==> src/rtl/sca_stage_pkg.sv <==
package sca_stage_pkg;
    typedef enum logic [2:0] {
        ST_ID,
        ST_LEN_HI,
        ST_LEN_LO,
        ST_BODY,
        ST_FIRE,
        ST_RUN,
        ST_RETURN
    } stage_state_e;

    localparam int          BYTE_W   = 8;
    localparam int          LEN_W    = 16;
    localparam int          N_LOAD   = 3;
    localparam int          N_FIFO   = N_LOAD + 1;
    localparam logic [7:0]  DEST_GO  = 8'hFF;
endpackage

==> src/rtl/sca_byte_fifo.sv <==
module sca_byte_fifo #(
    parameter int W     = 8,
    parameter int DEPTH = 16
) (
    input  logic         clk,
    input  logic         rst_n,
    input  logic         wr_en,
    input  logic [W-1:0] wr_data,
    output logic         full,
    input  logic         rd_en,
    output logic [W-1:0] rd_data,
    output logic         empty
);
    localparam int AW = $clog2(DEPTH);
    localparam logic [AW:0] CNT_FULL = (AW+1)'(DEPTH);

    logic [W-1:0]  mem [DEPTH];
    logic [AW-1:0] wp, rp;
    logic [AW:0]   cnt;

    always_ff @(posedge clk) begin
        if (wr_en) mem[wp] <= wr_data;
    end

    always_ff @(posedge clk) begin
        if (!rst_n) begin
            wp  <= '0;
            rp  <= '0;
            cnt <= '0;
        end else begin
            if (wr_en) wp <= wp + 1'b1;
            if (rd_en) rp <= rp + 1'b1;
            unique case ({wr_en, rd_en})
                2'b10:   cnt <= cnt + 1'b1;
                2'b01:   cnt <= cnt - 1'b1;
                default: cnt <= cnt;
            endcase
        end
    end

    assign full    = (cnt == CNT_FULL);
    assign empty   = (cnt == '0);
    assign rd_data = mem[rp];


    no_overflow_chk: assert property (@(posedge clk) disable iff (!rst_n) wr_en |-> !full);

    no_underflow_chk: assert property (@(posedge clk) disable iff (!rst_n) rd_en |-> !empty);
endmodule

==> src/rtl/sca_stage_ctrl.sv <==
module sca_stage_ctrl
    import sca_stage_pkg::*;
(
    input  logic               clk,
    input  logic               rst_n,
    input  logic [7:0]         in_data,
    input  logic               in_valid,
    output logic               in_ready,
    input  logic [N_LOAD-1:0]  load_full,
    output logic [N_LOAD-1:0]  load_wr,
    input  logic               res_empty,
    input  logic               cipher_done,
    output logic               fire,
    output logic               running,
    output logic               returning,
    output logic               err
);
    stage_state_e      state, nxt;
    logic [7:0]        dest;
    logic [7:0]        len_hi;
    logic [LEN_W-1:0]  remain;
    logic              accept;
    logic              id_known;
    logic              dest_ok;
    logic              dest_full;

    assign accept   = in_valid && in_ready;
    assign id_known = (in_data < 8'(N_LOAD)) || (in_data == DEST_GO);
    assign dest_ok  = dest < 8'(N_LOAD);

    always_comb begin
        dest_full = 1'b0;
        for (int k = 0; k < N_LOAD; k++) begin
            if (dest == 8'(k)) dest_full = load_full[k];
        end
    end

    always_comb begin
        nxt = state;
        unique case (state)
            ST_ID:     if (accept) nxt = (in_data == DEST_GO) ? (err ? ST_ID : ST_FIRE) : ST_LEN_HI;
            ST_LEN_HI: if (accept) nxt = ST_LEN_LO;
            ST_LEN_LO: if (accept) nxt = ({len_hi, in_data} == '0) ? ST_ID : ST_BODY;
            ST_BODY:   if (accept && remain == LEN_W'(1)) nxt = ST_ID;
            ST_FIRE:   nxt = ST_RUN;
            ST_RUN:    if (cipher_done) nxt = ST_RETURN;
            ST_RETURN: if (res_empty) nxt = ST_ID;
            default:   nxt = ST_ID;
        endcase
    end

    always_ff @(posedge clk) begin
        if (!rst_n) state <= ST_ID;
        else        state <= nxt;
    end

    always_ff @(posedge clk) begin
        if (!rst_n) begin
            dest   <= '0;
            len_hi <= '0;
            remain <= '0;
            err    <= 1'b0;
        end else begin
            if (accept && state == ST_ID)     dest   <= in_data;
            if (accept && state == ST_LEN_HI) len_hi <= in_data;
            if (accept && state == ST_LEN_LO) remain <= {len_hi, in_data};
            if (accept && state == ST_BODY)   remain <= remain - 1'b1;
            if (accept && state == ST_ID && !id_known) err <= 1'b1;
            if (accept && state == ST_BODY && (!dest_ok || dest_full)) err <= 1'b1;
        end
    end

    always_comb begin
        in_ready  = (state == ST_ID) || (state == ST_LEN_HI) ||
                    (state == ST_LEN_LO) || (state == ST_BODY);
        fire      = (state == ST_FIRE);
        running   = (state == ST_RUN);
        returning = (state == ST_RETURN);
        load_wr   = '0;
        for (int k = 0; k < N_LOAD; k++) begin
            if (state == ST_BODY && accept && dest == 8'(k) && !load_full[k])
                load_wr[k] = 1'b1;
        end
    end


    fire_once_chk: assert property (@(posedge clk) disable iff (!rst_n) fire |=> !fire);

    err_sticky_chk: assert property (@(posedge clk) disable iff (!rst_n) err |=> err);

    fire_clean_chk: assert property (@(posedge clk) disable iff (!rst_n) fire |-> !err);
endmodule

==> src/rtl/sca_vector_stager.sv <==
module sca_vector_stager
    import sca_stage_pkg::*;
#(
    parameter int DEPTH = 16
) (
    input  logic       clk,
    input  logic       rst_n,
    input  logic [7:0] in_data,
    input  logic       in_valid,
    output logic       in_ready,
    output logic [7:0] out_data,
    output logic       out_valid,
    input  logic       out_ready,
    output logic       scope_trig,
    output logic       err_flag,
    output logic       cipher_go,
    input  logic       cipher_done,
    output logic [7:0] pub_data,
    output logic       pub_valid,
    input  logic       pub_ready,
    output logic [7:0] sec_data,
    output logic       sec_valid,
    input  logic       sec_ready,
    output logic [7:0] rnd_data,
    output logic       rnd_valid,
    input  logic       rnd_ready,
    input  logic [7:0] res_data,
    input  logic       res_valid,
    output logic       res_ready
);
    localparam int RES = N_LOAD;

    logic [N_FIFO-1:0] f_wr, f_rd, f_full, f_empty;
    logic [7:0]        f_wd [N_FIFO];
    logic [7:0]        f_rdd [N_FIFO];
    logic [N_LOAD-1:0] load_wr;
    logic              fire, running, returning;

    sca_stage_ctrl u_ctrl (
        .clk         (clk),
        .rst_n       (rst_n),
        .in_data     (in_data),
        .in_valid    (in_valid),
        .in_ready    (in_ready),
        .load_full   (f_full[N_LOAD-1:0]),
        .load_wr     (load_wr),
        .res_empty   (f_empty[RES]),
        .cipher_done (cipher_done),
        .fire        (fire),
        .running     (running),
        .returning   (returning),
        .err         (err_flag)
    );

    generate
        for (genvar g = 0; g < N_FIFO; g++) begin : g_fifo
            sca_byte_fifo #(.W(BYTE_W), .DEPTH(DEPTH)) u_fifo (
                .clk     (clk),
                .rst_n   (rst_n),
                .wr_en   (f_wr[g]),
                .wr_data (f_wd[g]),
                .full    (f_full[g]),
                .rd_en   (f_rd[g]),
                .rd_data (f_rdd[g]),
                .empty   (f_empty[g])
            );
        end
    endgenerate

    always_comb begin
        for (int k = 0; k < N_LOAD; k++) begin
            f_wr[k] = load_wr[k];
            f_wd[k] = in_data;
        end
        res_ready   = running && !f_full[RES];
        f_wr[RES]   = res_valid && res_ready;
        f_wd[RES]   = res_data;

        pub_valid   = running && !f_empty[0];
        sec_valid   = running && !f_empty[1];
        rnd_valid   = running && !f_empty[2];
        pub_data    = f_rdd[0];
        sec_data    = f_rdd[1];
        rnd_data    = f_rdd[2];
        f_rd[0]     = pub_valid && pub_ready;
        f_rd[1]     = sec_valid && sec_ready;
        f_rd[2]     = rnd_valid && rnd_ready;

        out_valid   = returning && !f_empty[RES];
        out_data    = f_rdd[RES];
        f_rd[RES]   = out_valid && out_ready;

        scope_trig  = fire;
        cipher_go   = fire;
    end


    load_quiet_chk: assert property (@(posedge clk) disable iff (!rst_n)
        (pub_valid || sec_valid || rnd_valid || out_valid) |-> !in_ready);

    run_closed_chk: assert property (@(posedge clk) disable iff (!rst_n)
        (scope_trig || res_ready) |-> (!in_ready && !out_valid));
endmodule

==> config.mk <==
export PLATFORM = sky130hd
export DESIGN_NAME = sca_vector_stager
export DESIGN_NICKNAME = d
export VERILOG_FILES = /design/src/rtl/sca_stage_pkg.sv /design/src/rtl/sca_byte_fifo.sv /design/src/rtl/sca_stage_ctrl.sv /design/src/rtl/sca_vector_stager.sv
export SDC_FILE = /design/constraint.sdc
export NUM_CORES = 1
export LEC_CHECK = 0
export BUFFER_PORTS_ARGS = -buffer_cell sky130_fd_sc_hd__buf_4
export CAP_MARGIN = 20
export CORE_ASPECT_RATIO = 0.9
export CORE_MARGIN = 2
export CORE_UTILIZATION = 50
export CTS_CLUSTER_SIZE = 16
export DETAILED_ROUTE_END_ITERATION = 6
export PLACE_DENSITY_LB_ADDON = 0.08
export SLEW_MARGIN = 20
export SYNTH_ARGS = -nofsm -noshare
export SYNTH_HDL_FRONTEND = slang
export SYNTH_SLANG_ARGS = --single-unit
==> constraint.sdc <==
create_clock -name clk -period 5.2 [get_ports clk]
set_input_delay 0.26 -clock clk [delete_from_list [all_inputs] [get_ports clk]]
set_output_delay 0.26 -clock clk [all_outputs]
set_load 0.02 [all_outputs]
==> impl_results.md <==
- Asr flop ratio synth: 0
- GR Overflow Total: 0
- Synth Instances: 1482
- Yosys top cell by area: edfxtp_1
- Worst hold slack: 0.1141 ns
- Most used DFF post-synth: edfxtp_1
- # nets final: 1604
- Port bufs: 65
- ANT cells: 0
- Post-Synth Simple-Gate Area: 0.06995
- Startpoint Class: register
- Die W: 240.8 um
- HPWL after detailed placement: 31840 um
- Skew final: 0.01561 ns
- Largest net degree at the start of global routing: 58
- Syn nets: 1539
- Worst slew pin tran: 1.057 ns
- Seq cells post-synth: 616
- H-tree Lvls: 2
- # clock sinks: 616
- Internal power: 0.007986 W
- Maximum clock path buffer count: 3
- Worst r2r src: u_ctrl.state[0]
- Proportion of synthesized area in mux cells: 0.1587
- VDD IR max: 0.0003907 V
- Synth top area share: 0.6092
- Skew-Pair Late Insertion Delay: 0.61 ns
- Initial Util: 0.5031
- DRT iter0 DRCs: 1014
- First-pass GRT wire length: 81010 um
- Synth Warn #: 0
- Initial antenna violation count: 0
- Cell Rows: 78
- DR vias: 13.25k
- Power share of the clock group: 0.437
- Compound-gate portion of the synthesized area: 0.03912
- Worst path arrival time: 4.56 ns
- Req. time, crit path: 5.75 ns
- IO Count: 66
- Worst Setup SP: u_ctrl.state[0]
- Seq pwr share: 0.538
- Max-slew violations: 0
- Switching share of power: 0.1996
- Ranking of synthesized cells by area: edfxtp_1 (61%), mux4_2 (14%), dfxtp_1 (8.2%)
- Post-synthesis xor/xnor area fraction: 0.006594
- Core area: 50160 um2
- Total of max-cap violations: 0
- Share of cells above drive strength 1: 0.2212
- Clk root buf: clkbuf_16
- Syn Area/Cell: 17.03 um2
- Hold WC Path Type: primary input to register
- Die ar.: 52290 um2
- Antenna Nets Post-Route: 0
- Postcts setup bufs: 0
- Final GP Congestion: 0.7729
- Vias in the first global route: 13.20k
- Area Overhead vs Synth: 12.84%
- Power consumption: 0.009977 W
- Final setup fails: 0
- DRC: 0
- Final Hold Viols: 0
- All-Layer GR Usage: 0.2062
- Vias per Instance: 5.822
- Setup TNS: 0 ns
- Status: completed
- Synthesized area: 25240 um2
- Synth cell types: 65
- CP endpoint kind: register
- CTS tree: done
- DRT Wirelength: 52440 um
- Tcrit/Tclk final: 0.7716
- Static leakage: 9.109 nW
- Net Sw Power: 0.001991 W
- Hold Startpoint: rst_n
- Slew headroom: 0.2927
- Combinational power share: 0.024
- Die Height: 217.1 um
- Adder-cell area share of the yosys netlist: 0.01586
- WL/cell: 23.04 um
- Post-synthesis sequential area ratio: 0.6917
- Kind of critical path: register to register
- RSZ-0062 raised after global routing: no
- Final Critical Period: 4.013 ns
- Pre-Repair DR Iteration Count: 5
- Pwr Density: 350.3 nW/um2
- FMAX: 249.2 MHz
- Largest family of logic cells by synthesized area: multiplexers
- Num CTS Buffers: 60
- Worst Path Max Fanout: 31
- Clock slew seen by the registers of the worst setup and hold paths: 0.06 ns
- EDFF count, synth: 512
worst max-delay path, stage by stage, from the launching register on:
cell and delay (ns):
dfxtp_1 0.32, buf_4 0.30, nand3b_1 0.38, a211oi_1 0.92, inv_1 0.10, ha_1 0.36, xor2_1 0.20, ha_1 0.26
or4_1 0.39, and3_1 0.19, nor4_1 0.30, mux2i_1 0.21
placed cells by master (no fill, tap or decap), types with 28 or more instances in the layout:
master and count:
a21oi_1 51, buf_4 89, clkbuf_16 62, dfxtp_1 100, edfxtp_1 512, ha_1 32, mux2i_1 38, mux4_2 160
nand2_1 55, nand3_1 34, nor2_1 111, nor3_1 28
synth_stat cells, types with 4 or more instances:
library cell  instances
buf_1                27
mux4_2              160
a22oi_1              12
o211ai_1             14
mux2i_1              38
edfxtp_1            512
nand4_1               6
inv_1                24
nor4_1               15
a21oi_1              51
nor3_1               31
o31ai_1               4
ha_1                 32
nand2_1              55
o21a_1               10
nor2_1              111
o22ai_1               4
or4_1                13
dfxtp_1             104
nor3b_1               9
a21o_1                6
nand2b_1             20
nand3_1              34
and3_1                9
xor2_1               18
nand3b_1              5
nor4b_1               7
or3_1                 6
and4b_1               6
o21ai_0              13
a211oi_1              5
clkbuf_1             65
cells by family after synthesis:
logic type,Yosys count
flip-flops,616
AO/OA/AOI/OAI,150
AND/OR/NAND/NOR,345
XOR/XNOR,19
multiplexers,200
buffers and inverters,120
adder cells (fa/ha/maj),32
final cells by class:
class | count | area, um2
Clock buffer | 74 | 1597
Multi-Input combinational cell | 746 | 7347
Sequential cell | 616 | 17460
Clock inverter | 37 | 375.4
Fill cell | 3910 | 21690
Timing Repair Buffer | 97 | 748.2
Inverter | 26 | 97.59
Tap cell | 680 | 850.8
per-layer routing:
layer  wire, um  vias to the layer above  global-route usage
met5          0                        -                   0
met4        989                        0             0.05576
met3       2251                       63             0.03209
met2      23950                      281              0.3085
met1      25250                     6857              0.3175
li1           -                     6051                   -
worst paths after layout:
path / to / slack (ns) / cells past startpoint
setup / recovery: g_fifo[3].u_fifo.cnt[4] / 1.19 / 11
hold / removal: g_fifo[2].u_fifo.rp[3] / 0.11 / 2
setup reg to reg: g_fifo[3].u_fifo.cnt[4] / 1.19 / 11
hold reg to reg: u_ctrl.dest[2] / 0.46 / 2
power groups by stage:
stage | logic [W] | registers (W) | clock network [W]
finish | 0.000241 | 0.00537 | 0.00436
global route | 0.000268 | 0.00537 | 0.00467
CTS | 0.000244 | 0.00537 | 0.00446
detailed placement | 0.000239 | 0.00548 | 0
global placement | 0.000233 | 0.00547 | 0
floorplan | 0.000121 | 0.00547 | 0
flip-flops by register name (all words and copies together), names as in the netlist, named ones only:
name,flops
g_fifo.u_fifo.mem,512
g_fifo.u_fifo.cnt,20
g_fifo.u_fifo.rp,16
g_fifo.u_fifo.wp,16
u_ctrl.remain,16
u_ctrl.dest,8
u_ctrl.len_hi,8
u_ctrl.state,3
u_ctrl.err,1
repair_timing:
item                      in CTS  in global routing
hold endpoints to repair     128                  0
gates resized for setup        0                  0
hold buffers                   8                  0
through the flow:
step,std cells,cell area [um2],setup slack (ns),util
final,2276,28480,1.187,0.5677
after global routing,2276,28480,0.8918,0.5677
after CTS,2276,28480,1.147,0.5677
after detailed placement,2157,26430,1.157,0.5268
after global placement,2157,26410,1.296,0.5265
after floorplan,1482,25240,1.709,-
Power figures use the tool's default switching activity.
